## src/rtl/fcr_pkg.sv

```systemverilog
package fcr_pkg;
  localparam logic [7:0]  OFS_MODE   = 8'h00;
  localparam logic [7:0]  OFS_CMD    = 8'h04;
  localparam logic [7:0]  OFS_STAT   = 8'h08;
  localparam logic [7:0]  OFS_RES    = 8'h0C;
  localparam logic [7:0]  OFS_PROT   = 8'hE4;
  localparam logic [7:0]  CMD_KEY    = 8'h5A;
  localparam logic [23:0] PROT_KEY   = 24'h454643;
  localparam logic [31:0] MODE_MASK  = 32'h0401_0F01;

  localparam logic [7:0] OP_WPG      = 8'h01;
  localparam logic [7:0] OP_WPG_LK   = 8'h02;
  localparam logic [7:0] OP_EWPG     = 8'h03;
  localparam logic [7:0] OP_EWPG_LK  = 8'h04;
  localparam logic [7:0] OP_ERA_ALL  = 8'h05;
  localparam logic [7:0] OP_ERA_PGS  = 8'h07;
  localparam logic [7:0] OP_LK_SET   = 8'h08;
  localparam logic [7:0] OP_LK_CLR   = 8'h09;
  localparam logic [7:0] OP_LK_GET   = 8'h0A;
  localparam logic [7:0] OP_ERA_SEC  = 8'h11;
  localparam logic [7:0] OP_USIG_WR  = 8'h12;
  localparam logic [7:0] OP_USIG_ERA = 8'h13;

  function automatic logic op_defined(input logic [7:0] op);
    return (op <= 8'h15) && (op != 8'h06);
  endfunction

  function automatic logic op_programs(input logic [7:0] op);
    return (op >= OP_WPG && op <= OP_ERA_ALL) || op == OP_ERA_PGS ||
           (op >= OP_ERA_SEC && op <= OP_USIG_ERA);
  endfunction

  function automatic logic op_lock_checked(input logic [7:0] op);
    return (op >= OP_WPG && op <= OP_EWPG_LK) || op == OP_LK_SET;
  endfunction
endpackage

```

## src/rtl/fcr_busy_timer.sv

```systemverilog
module fcr_busy_timer #(
  parameter int BUSY_CYCLES = 8
) (
  input  logic clk,
  input  logic rst,
  input  logic start,
  output logic busy
);
  localparam int CW = $clog2(BUSY_CYCLES + 1);
  logic [CW-1:0] cnt;

  always_ff @(posedge clk) begin
    if (rst) begin
      busy <= 1'b0;
      cnt  <= '0;
    end else if (start) begin
      busy <= 1'b1;
      cnt  <= CW'(BUSY_CYCLES - 1);
    end else if (busy) begin
      if (cnt == '0) busy <= 1'b0;
      else           cnt  <= cnt - 1'b1;
    end
  end

  // the front end must never restart the timer mid-run
  a_r3_no_restart: assert property (@(posedge clk) disable iff (rst)
    start |-> !busy);
  a_r3_cnt_range: assert property (@(posedge clk) disable iff (rst)
    busy |-> (cnt < CW'(BUSY_CYCLES)));
endmodule

```

## src/rtl/fcr_lock_array.sv

```systemverilog
module fcr_lock_array #(
  parameter int LOCK_PAGES = 16
) (
  input  logic                  clk,
  input  logic                  rst,
  input  logic [15:0]           page,
  input  logic                  set_en,
  input  logic                  clr_en,
  output logic                  hit,
  output logic [LOCK_PAGES-1:0] bitmap
);
  localparam int IW = (LOCK_PAGES > 1) ? $clog2(LOCK_PAGES) : 1;
  logic in_range;
  logic [IW-1:0] idx;

  assign in_range = (32'(page) < LOCK_PAGES);
  assign idx      = page[IW-1:0];
  assign hit      = in_range && bitmap[idx];

  for (genvar g = 0; g < LOCK_PAGES; g++) begin : g_bit
    always_ff @(posedge clk) begin
      if (rst)
        bitmap[g] <= 1'b0;
      else if (in_range && idx == IW'(g)) begin
        if (set_en)      bitmap[g] <= 1'b1;
        else if (clr_en) bitmap[g] <= 1'b0;
      end
    end
  end

  // one lock operation per accepted command
  a_r5_one_lock_op: assert property (@(posedge clk) disable iff (rst)
    !(set_en && clr_en));
  a_r5_set_sticks: assert property (@(posedge clk) disable iff (rst)
    (set_en && in_range) |=> hit);
endmodule

```

## src/rtl/fcr_status.sv

```systemverilog
module fcr_status (
  input  logic        clk,
  input  logic        rst,
  input  logic        busy,
  input  logic        cmd_err_set,
  input  logic        cmd_wr,
  input  logic        lock_err_set,
  input  logic        rd_clr,
  input  logic [3:0]  ecc_in,
  input  logic        flash_err_in,
  input  logic        prog_start,
  output logic [31:0] word
);
  logic       cmd_err, lock_err, flash_err;
  logic [3:0] ecc;

  always_ff @(posedge clk) begin
    if (rst) begin
      cmd_err   <= 1'b0;
      lock_err  <= 1'b0;
      flash_err <= 1'b0;
      ecc       <= '0;
    end else begin
      if (cmd_err_set)           cmd_err <= 1'b1;
      else if (rd_clr || cmd_wr) cmd_err <= 1'b0;
      if (lock_err_set)          lock_err <= 1'b1;
      else if (rd_clr)           lock_err <= 1'b0;
      if (flash_err_in)          flash_err <= 1'b1;
      else if (prog_start)       flash_err <= 1'b0;
      ecc <= ecc_in | (rd_clr ? 4'b0 : ecc);
    end
  end

  assign word = {12'b0, ecc, 12'b0, flash_err, lock_err, cmd_err, ~busy};

  // a read with no new event leaves the read-cleared flags empty
  a_r6_clear_on_read: assert property (@(posedge clk) disable iff (rst)
    (rd_clr && ecc_in == 4'b0 && !lock_err_set && !cmd_err_set)
      |=> (word[19:16] == 4'b0 && !word[2] && !word[1]));
  // a programming start with no new error empties the flash error
  a_r7_prog_clears: assert property (@(posedge clk) disable iff (rst)
    (prog_start && !flash_err_in) |=> !word[3]);
  a_r7_read_keeps: assert property (@(posedge clk) disable iff (rst)
    (word[3] && !prog_start) |=> word[3]);
endmodule

```

## src/rtl/flash_cmd_regs.sv

```systemverilog
module flash_cmd_regs
  import fcr_pkg::*;
#(
  parameter int AW          = 8,
  parameter int BUSY_CYCLES = 8,
  parameter int LOCK_PAGES  = 16
) (
  input  logic          clk,
  input  logic          rst,
  input  logic [AW-1:0] addr,
  input  logic          wr_en,
  input  logic          rd_en,
  input  logic [31:0]   wdata,
  output logic [31:0]   rdata,
  input  logic [3:0]    ecc_err_in,
  input  logic          flash_err_in,
  output logic          irq
);
  localparam int RES_PAD = 32 - LOCK_PAGES;

  logic        busy, lock_hit;
  logic        cmd_wr, keyed, op_ok, lock_bad, cmd_bad, accept;
  logic [7:0]  op;
  logic [15:0] arg;
  logic [31:0] mode_q, result_q, stat_word;
  logic        prot_en;
  logic [LOCK_PAGES-1:0] lk_map;

  assign op       = wdata[7:0];
  assign arg      = wdata[23:8];
  assign cmd_wr   = wr_en && (addr == AW'(OFS_CMD));
  assign keyed    = cmd_wr && (wdata[31:24] == CMD_KEY);
  assign op_ok    = op_defined(op);
  assign cmd_bad  = keyed && (busy || !op_ok);
  assign lock_bad = keyed && !busy && op_ok && op_lock_checked(op) && lock_hit;
  assign accept   = keyed && !busy && op_ok && !lock_bad;

  fcr_busy_timer #(.BUSY_CYCLES(BUSY_CYCLES)) u_timer (
    .clk(clk), .rst(rst), .start(accept), .busy(busy));

  fcr_lock_array #(.LOCK_PAGES(LOCK_PAGES)) u_locks (
    .clk(clk), .rst(rst), .page(arg),
    .set_en(accept && (op == OP_LK_SET || op == OP_WPG_LK || op == OP_EWPG_LK)),
    .clr_en(accept && op == OP_LK_CLR),
    .hit(lock_hit), .bitmap(lk_map));

  fcr_status u_status (
    .clk(clk), .rst(rst), .busy(busy),
    .cmd_err_set(cmd_bad), .cmd_wr(cmd_wr), .lock_err_set(lock_bad),
    .rd_clr(rd_en && addr == AW'(OFS_STAT)),
    .ecc_in(ecc_err_in), .flash_err_in(flash_err_in),
    .prog_start(accept && op_programs(op)), .word(stat_word));

  always_ff @(posedge clk) begin
    if (rst) begin
      mode_q   <= '0;
      prot_en  <= 1'b0;
      result_q <= '0;
      rdata    <= '0;
    end else begin
      if (wr_en && addr == AW'(OFS_MODE) && !prot_en)
        mode_q <= wdata & MODE_MASK;
      if (wr_en && addr == AW'(OFS_PROT) && wdata[31:8] == PROT_KEY)
        prot_en <= wdata[0];
      if (accept && op == OP_LK_GET)
        result_q <= {{RES_PAD{1'b0}}, lk_map};
      if (rd_en) begin
        case (addr)
          AW'(OFS_MODE): rdata <= mode_q;
          AW'(OFS_STAT): rdata <= stat_word;
          AW'(OFS_RES):  rdata <= result_q;
          AW'(OFS_PROT): rdata <= {31'b0, prot_en};
          default:       rdata <= '0;
        endcase
      end
    end
  end

  assign irq = stat_word[0] && mode_q[0];

  // an unkeyed command write leaves an idle block idle
  a_r2_badkey_idle: assert property (@(posedge clk) disable iff (rst)
    (cmd_wr && wdata[31:24] != CMD_KEY && !busy) |=> stat_word[0]);
  // mode is frozen while protection is on
  a_r8_protect_freeze: assert property (@(posedge clk) disable iff (rst)
    (wr_en && addr == AW'(OFS_MODE) && prot_en) |=> $stable(mode_q));
  // no ready interrupt during a busy period
  a_r10_irq_quiet: assert property (@(posedge clk) disable iff (rst)
    busy |-> !irq);
  // a lock-blocked command never starts the timer
  a_r5_blocked_idle: assert property (@(posedge clk) disable iff (rst)
    lock_bad |=> stat_word[0]);
endmodule

```

## config.mk

```make
export PLATFORM = sky130hd
export DESIGN_NAME = flash_cmd_regs
export DESIGN_NICKNAME = d
export VERILOG_FILES = /design/src/rtl/fcr_pkg.sv /design/src/rtl/fcr_busy_timer.sv /design/src/rtl/fcr_lock_array.sv /design/src/rtl/fcr_status.sv /design/src/rtl/flash_cmd_regs.sv
export SDC_FILE = /design/constraint.sdc
export NUM_CORES = 1
export LEC_CHECK = 0
export BUFFER_PORTS_ARGS = -buffer_cell sky130_fd_sc_hd__clkbuf_2
export CORE_ASPECT_RATIO = 1.1
export CORE_UTILIZATION = 45
export CTS_CLUSTER_DIAMETER = 30
export DETAILED_ROUTE_END_ITERATION = 16
export PLACE_DENSITY = 0.68
export SKIP_CTS_REPAIR_TIMING = 1
export SLEW_MARGIN = 40
export SYNTH_ARGS = -nofsm -noshare
export SYNTH_HDL_FRONTEND = slang
export SYNTH_SLANG_ARGS = --single-unit
```

## constraint.sdc

```tcl
create_clock -name clk -period 3.51 [get_ports clk]
set_clock_uncertainty 0.15 [all_clocks]
set_input_delay 0.5265 -clock clk [delete_from_list [all_inputs] [get_ports clk]]
set_output_delay 0.5265 -clock clk [all_outputs]
set_load 0.02 [all_outputs]
```

==> results of run 1 <==
-- cell families (layout without fill, tap and decap cells) --
family	count (synthesis)	count (layout)	share of synthesized area, %
DFF	73	73	39.1
other	1	11	0.100
muxes	28	28	8.84
AOI/OAI and AO/OA	92	92	14.4
buffers and inverters	48	99	7.10
adders and majority gates	1	1	0.335
xor gates and xnor gates	5	5	1.17
and+or+nand+nor	182	182	28.9
-- worst max-delay path: cells and delay by family --
kind,cells,cell delay (ns)
simple gates,4,1.56
mux,1,0.22
buf+inv,2,0.40
-- cells in the mapped netlist (all sizes together), types with 3 or more instances --
cell type / instances / area [um^2]
or2: 4 / 25.0
nor3b: 3 / 33.8
buf: 24 / 175
nand4b: 4 / 35.0
nor2b: 11 / 68.8
nor4: 5 / 46.3
mux2i: 24 / 240
mux4: 4 / 90.1
nand4: 19 / 119
a22o: 8 / 70.1
o21ai: 19 / 95.1
nand2b: 35 / 219
nor2: 39 / 146
clkbuf: 20 / 75.1
xor2: 4 / 35.0
nor3: 9 / 56.3
inv: 4 / 15.0
nand3b: 3 / 22.5
dfxtp: 73 / 1460
nand3: 30 / 163
nand2: 8 / 30.0
a21oi: 50 / 250
-- cells in the final DEF, fill, tap and decap left out, types with 19 or more instances in the layout --
master    instances
nand3_1          29
o21ai_0          19
nand4_1          19
nand2b_1         35
a21oi_1          50
clkbuf_2         70
mux2i_1          24
nor2_1           39
dfxtp_1          73
-- final timing paths --
check / startpoint / end / slack, ns
max: addr[7] / u_locks.bitmap[15]$_SDFFE_PP0P_ / 0.90
min: ecc_err_in[0] / u_status.ecc[0]$_SDFF_PP0_ / 0.24
max reg2reg: u_locks.bitmap[10]$_SDFFE_PP0P_ / u_locks.bitmap[15]$_SDFFE_PP0P_ / 1.15
min reg2reg: u_status.lock_err$_SDFFE_PP0P_ / u_status.lock_err$_SDFFE_PP0P_ / 0.32
-- where the power goes --
group | internal, mW | switching [mW]
registers | 0.832 | 0.00273
clock network | 0.476 | 0.320
logic | 0.0439 | 0.0752
-- registers in the layout, summed over array words and instances (netlist names) --
signal              count
u_timer.busy            1
u_locks.bitmap         16
u_status.flash_err      1
u_status.cmd_err        1
u_status.ecc            4
rdata                  21
u_timer.cnt             4
mode_q                  7
u_status.lock_err       1
prot_en                 1
result_q               16
-- per-layer routing --
layer  track usage, %  vias up  part of all wire, %
met3             5.01       13                  5.1
met2             32.8       88                   47
met5                0        -                    0
li1                 -     1629                    -
met4             5.58        0                  1.1
met1             29.1     1504                   47
-- layout make-up --
cell class | instances | area [um^2] | share of cell area (%)
well taps | 108 | 135 | 3.13
repair buffers | 79 | 418 | 9.68
inverters | 4 | 15.0 | 0.348
flip-flops and latches | 73 | 1460 | 33.8
clock inverters | 6 | 115 | 2.67
multi-input cells | 319 | 2050 | 47.4
clock buffers | 10 | 128 | 2.96
-- metrics by stage --
step | instances | power [mW] | instance area, um^2 | hold WS (ns) | util (%)
floorplan | 440 | 0.937 | 3770 | 0.282 | -
global placement | 583 | 0.970 | 4080 | 0.293 | 51.0
detailed placement | 583 | 0.973 | 4080 | 0.311 | 51.0
CTS | 599 | 1.77 | 4320 | 0.218 | 54.0
global route | 599 | 1.81 | 4320 | 0.227 | 54.0
finish | 599 | 1.75 | 4320 | 0.238 | 54.0
==> impl_metrics.env, run 1 <==
export IMPL_outcome="completed"
export IMPL_antenna_found_initial=0
export IMPL_ys_ff_latch=73
export IMPL_dr_pass1_iters=4
export IMPL_clk_pin_slew_ns=0.08
export IMPL_grt_max_degree=74
export IMPL_hold_violations=0
export IMPL_yosysWarnings=0
export IMPL_critPathSlowestCell="or4_1"
export IMPL_cp_cell_sequence="clkbuf_2, or4_1, nor3b_4, and4_1, buf_4, nand3_4, mux2i_1"
export IMPL_crit_required_ns=3.62
export IMPL_cts_root_buf="clkbuf_8"
export IMPL_grt_pass1_wl_mm=14.3
export IMPL_synth_cells=430
export IMPL_drive_above_1_share_pct=21.8
export IMPL_final_nets=536
export IMPL_core_area_um2=8000
export IMPL_min_path_cells=3
export IMPL_worstPathArrival_ns=2.72
export IMPL_fin_ws_ns=0.903
export IMPL_syn_area_um2=3730
export IMPL_worst_pin_slew_ns=0.689
export IMPL_ant_nets=0
export IMPL_place_congestion=0.828
export IMPL_dp_hpwl_mm=6.19
export IMPL_setup_viol=0
export IMPL_overflow=0
export IMPL_place_worst_setup_slack_ns=0.543
export IMPL_fillCellCount=759
export IMPL_cts_tree="built"
export IMPL_fmax_mhz=384
export IMPL_irDropWorstVdd_mv=0.208
export IMPL_vias_per_cell=5.40
export IMPL_pin_count=82
export IMPL_worstRegToRegCells=5
export IMPL_leakage_nw=1.76
export IMPL_drc=0
export IMPL_clock_latency_ns=0.34
export IMPL_numCtsBuffers=9
export IMPL_max_cap_viol_count=0
export IMPL_worstSetupPathType="input pin to flop"
export IMPL_die_w_um=88.9
export IMPL_synth_seq_area_share_pct=39.1
export IMPL_drtIter0Drc=226
export IMPL_setup_worst_path_end_class="flop"
export IMPL_grt_pass1_vias=2994
export IMPL_post_route_period_util_pct=74.3
export IMPL_areaGrowthSynthToFinish_pct=15.6
export IMPL_critPathMaxStageDelay_ns=0.72
export IMPL_die_area_um2=8670
export IMPL_diodes=0
export IMPL_tns_ns=0
export IMPL_startpoint_type="input pin"
export IMPL_clkSinkCount=73
export IMPL_async_flop_share_pct=0
export IMPL_rows=34
export IMPL_wire_per_inst_um=14.7
export IMPL_relSlewSlack_pct=54.0
export IMPL_via_count=3234
export IMPL_clock_path_buffers=2
export IMPL_htree_num_levels=3
export IMPL_grt_use_total_pct=21.1
export IMPL_synth_cell_types=56
export IMPL_synth_main_ff_cell="dfxtp_1"
export IMPL_initial_core_util_pct=46.7
export IMPL_portBuffers=70
export IMPL_avgSynthCellArea_um2=8.69
export IMPL_crit_path_max_fanout=33
export IMPL_rsz0062_at_grt="no"
export IMPL_cellPowerDensity_nw_per_um2=405
export IMPL_finalCriticalPeriod_ns=2.61
export IMPL_worstHoldPathType="input pin to flop"
export IMPL_drv_slew=0
export IMPL_routed_wl_mm=8.83
export IMPL_die_h_um=97.6
export IMPL_synth_edf_count=0
No activity file was read; power rests on OpenSTA's default activity.
==> run 2: changes to the inputs <==
--- a/config.mk
+++ b/config.mk
@@ -10,7 +10,7 @@
 export CORE_UTILIZATION = 45
 export CTS_CLUSTER_DIAMETER = 30
 export DETAILED_ROUTE_END_ITERATION = 16
-export PLACE_DENSITY = 0.68
+export PLACE_DENSITY = 0.71
 export SKIP_CTS_REPAIR_TIMING = 1
 export SLEW_MARGIN = 40
 export SYNTH_ARGS = -nofsm -noshare
==> constraint.sdc (replaced) <==
create_clock -name clk -period 2.3 [get_ports clk]
set_clock_uncertainty 0.15 [all_clocks]
set_input_delay 0.345 -clock clk [delete_from_list [all_inputs] [get_ports clk]]
set_output_delay 0.345 -clock clk [all_outputs]
set_load 0.02 [all_outputs]
==> run 2 against run 1 <==
Non-clock buffer count rose by 35. Design area rose by 6.0%. Global-route usage rose by 1.2 points. Core utilization rose by 3.2 points. Wire length rose by 3.5%. Sequential power rose by 52%. Critical path depth fell by 1.
==> impl_metrics.env, run 2 (synthesized netlist as in run 1, its figures left out) <==
export IMPL_largest_register_ffs=21
export IMPL_path_buf_inv=1
export IMPL_ant_nets=0
export IMPL_cp_cell_sequence="mux4_2, a22oi_1, a2111oi_0, buf_4, nand4b_1, and3b_1"
export IMPL_diodes=0
export IMPL_via_count=3361
export IMPL_worstHoldPathType="input pin to flop"
export IMPL_grt_pass1_vias=3174
export IMPL_post_route_period_util_pct=93.3
export IMPL_drtIter0Drc=133
export IMPL_clock_latency_ns=0.35
export IMPL_htree_num_levels=3
export IMPL_worstSetupPathType="flop to flop"
export IMPL_pin_count=82
export IMPL_drc=0
export IMPL_worstRegToRegCells=6
export IMPL_setup_worst_path_end_class="flop"
export IMPL_final_nets=571
export IMPL_finalCriticalPeriod_ns=2.15
export IMPL_startpoint_type="flop"
export IMPL_overflow=0
export IMPL_rsz0062_at_grt="no"
export IMPL_stdcell_area_um2=4580
export IMPL_setup_viol=0
export IMPL_dp_hpwl_mm=6.54
export IMPL_clkSinkCount=73
export IMPL_fmax_mhz=466
export IMPL_core_area_um2=8000
export IMPL_max_cap_viol_count=0
export IMPL_hold_violations=0
export IMPL_routed_wl_mm=9.14
export IMPL_place_congestion=0.855
export IMPL_wire_per_inst_um=14.4
export IMPL_clk_pin_slew_ns=0.09
export IMPL_fillCellCount=747
export IMPL_areaGrowthSynthToFinish_pct=22.5
export IMPL_cts_root_buf="clkbuf_8"
export IMPL_clock_path_buffers=2
export IMPL_critPathMaxStageDelay_ns=0.46
export IMPL_irDropWorstVdd_mv=0.377
export IMPL_cts_tree="built"
export IMPL_placed_cells=618
export IMPL_power_mw=2.62
export IMPL_crit_family="simple AND/OR/NAND/NOR gates"
export IMPL_numCtsBuffers=9
export IMPL_regMostFlops="rdata"
export IMPL_outcome="completed"
export IMPL_vias_per_cell=5.30
export IMPL_fin_ws_ns=0.154
export IMPL_place_worst_setup_slack_ns=-0.176
export IMPL_die_w_um=88.9
export IMPL_final_cells=634
export IMPL_crit_cells=6
export IMPL_die_area_um2=8670
export IMPL_grt_pass1_wl_mm=15.1
export IMPL_dr_pass1_iters=4
export IMPL_reg_largest_list="rdata: 21 flops, result_q: 16 flops, u_locks.bitmap: 16 flops"
export IMPL_portBuffers=70
export IMPL_crit_path_max_fanout=6
export IMPL_worstPathArrival_ns=2.24
export IMPL_drv_slew=0
export IMPL_holdWs_ns=0.0531
export IMPL_grt_max_degree=50
export IMPL_cellPowerDensity_nw_per_um2=573
export IMPL_critPathSlowestCell="mux4_2"
export IMPL_rows=34
export IMPL_post_route_util_pct=57.2
export IMPL_die_h_um=97.6
export IMPL_crit_required_ns=2.40
export IMPL_initial_core_util_pct=46.7
export IMPL_grt_use_total_pct=22.3
export IMPL_tns_ns=0
export IMPL_place_area_um2=4350
export IMPL_layout_commonest_cell="dfxtp_1"
export IMPL_leakage_nw=1.94
export IMPL_antenna_found_initial=0
export IMPL_min_path_cells=3
export IMPL_final_cell_mix="dfxtp_1 (73), clkbuf_2 (70), a21oi_1 (50), buf_4 (43), nor2_1 (39)"
export IMPL_drive_above_1_share_pct=27.2
## run 2: cell type report
class	count	area, um^2	area share (%)
Tap cell	108	135	2.95
Inverter	4	15.0	0.328
Clock inverter	7	103	2.24
Multi-Input combinational cell	319	2050	44.7
Sequential cell	73	1460	31.9
Timing Repair Buffer	114	693	15.1
Clock buffer	9	124	2.71
## run 2: path summary, 6_finish.rpt
path         slack (ns)                       startpoint                     endpoint
max                0.15  u_locks.bitmap[14]$_SDFFE_PP0P_  u_timer.cnt[3]$_SDFFE_PP0P_
min                0.05                    ecc_err_in[2]   u_status.ecc[2]$_SDFF_PP0_
max reg2reg        0.15  u_locks.bitmap[14]$_SDFFE_PP0P_  u_timer.cnt[3]$_SDFFE_PP0P_
min reg2reg        0.32           rdata[19]$_SDFFE_PP0P_       rdata[19]$_SDFFE_PP0P_
## run 2: metal layers
metal	track usage (%)	share of wire, %
met5	0	0
met4	5.96	1.5
met3	5.61	4.9
met2	36.0	49
met1	29.4	45
## run 2: where the power goes
part | internal [mW] | total, mW | leakage, nW | switching, mW
sequential | 1.27 | 1.27 | 0.589 | 0.00408
clock | 0.624 | 1.15 | 0.116 | 0.527
combinational | 0.0826 | 0.199 | 1.23 | 0.117
## run 2: tightest hold or removal path, delay by kind of cell
kind	cells	cell delay [ns]
AOI/OAI and AO/OA	1	0.03
buffers and inverters	1	0.08
and+or+nand+nor	1	0.07
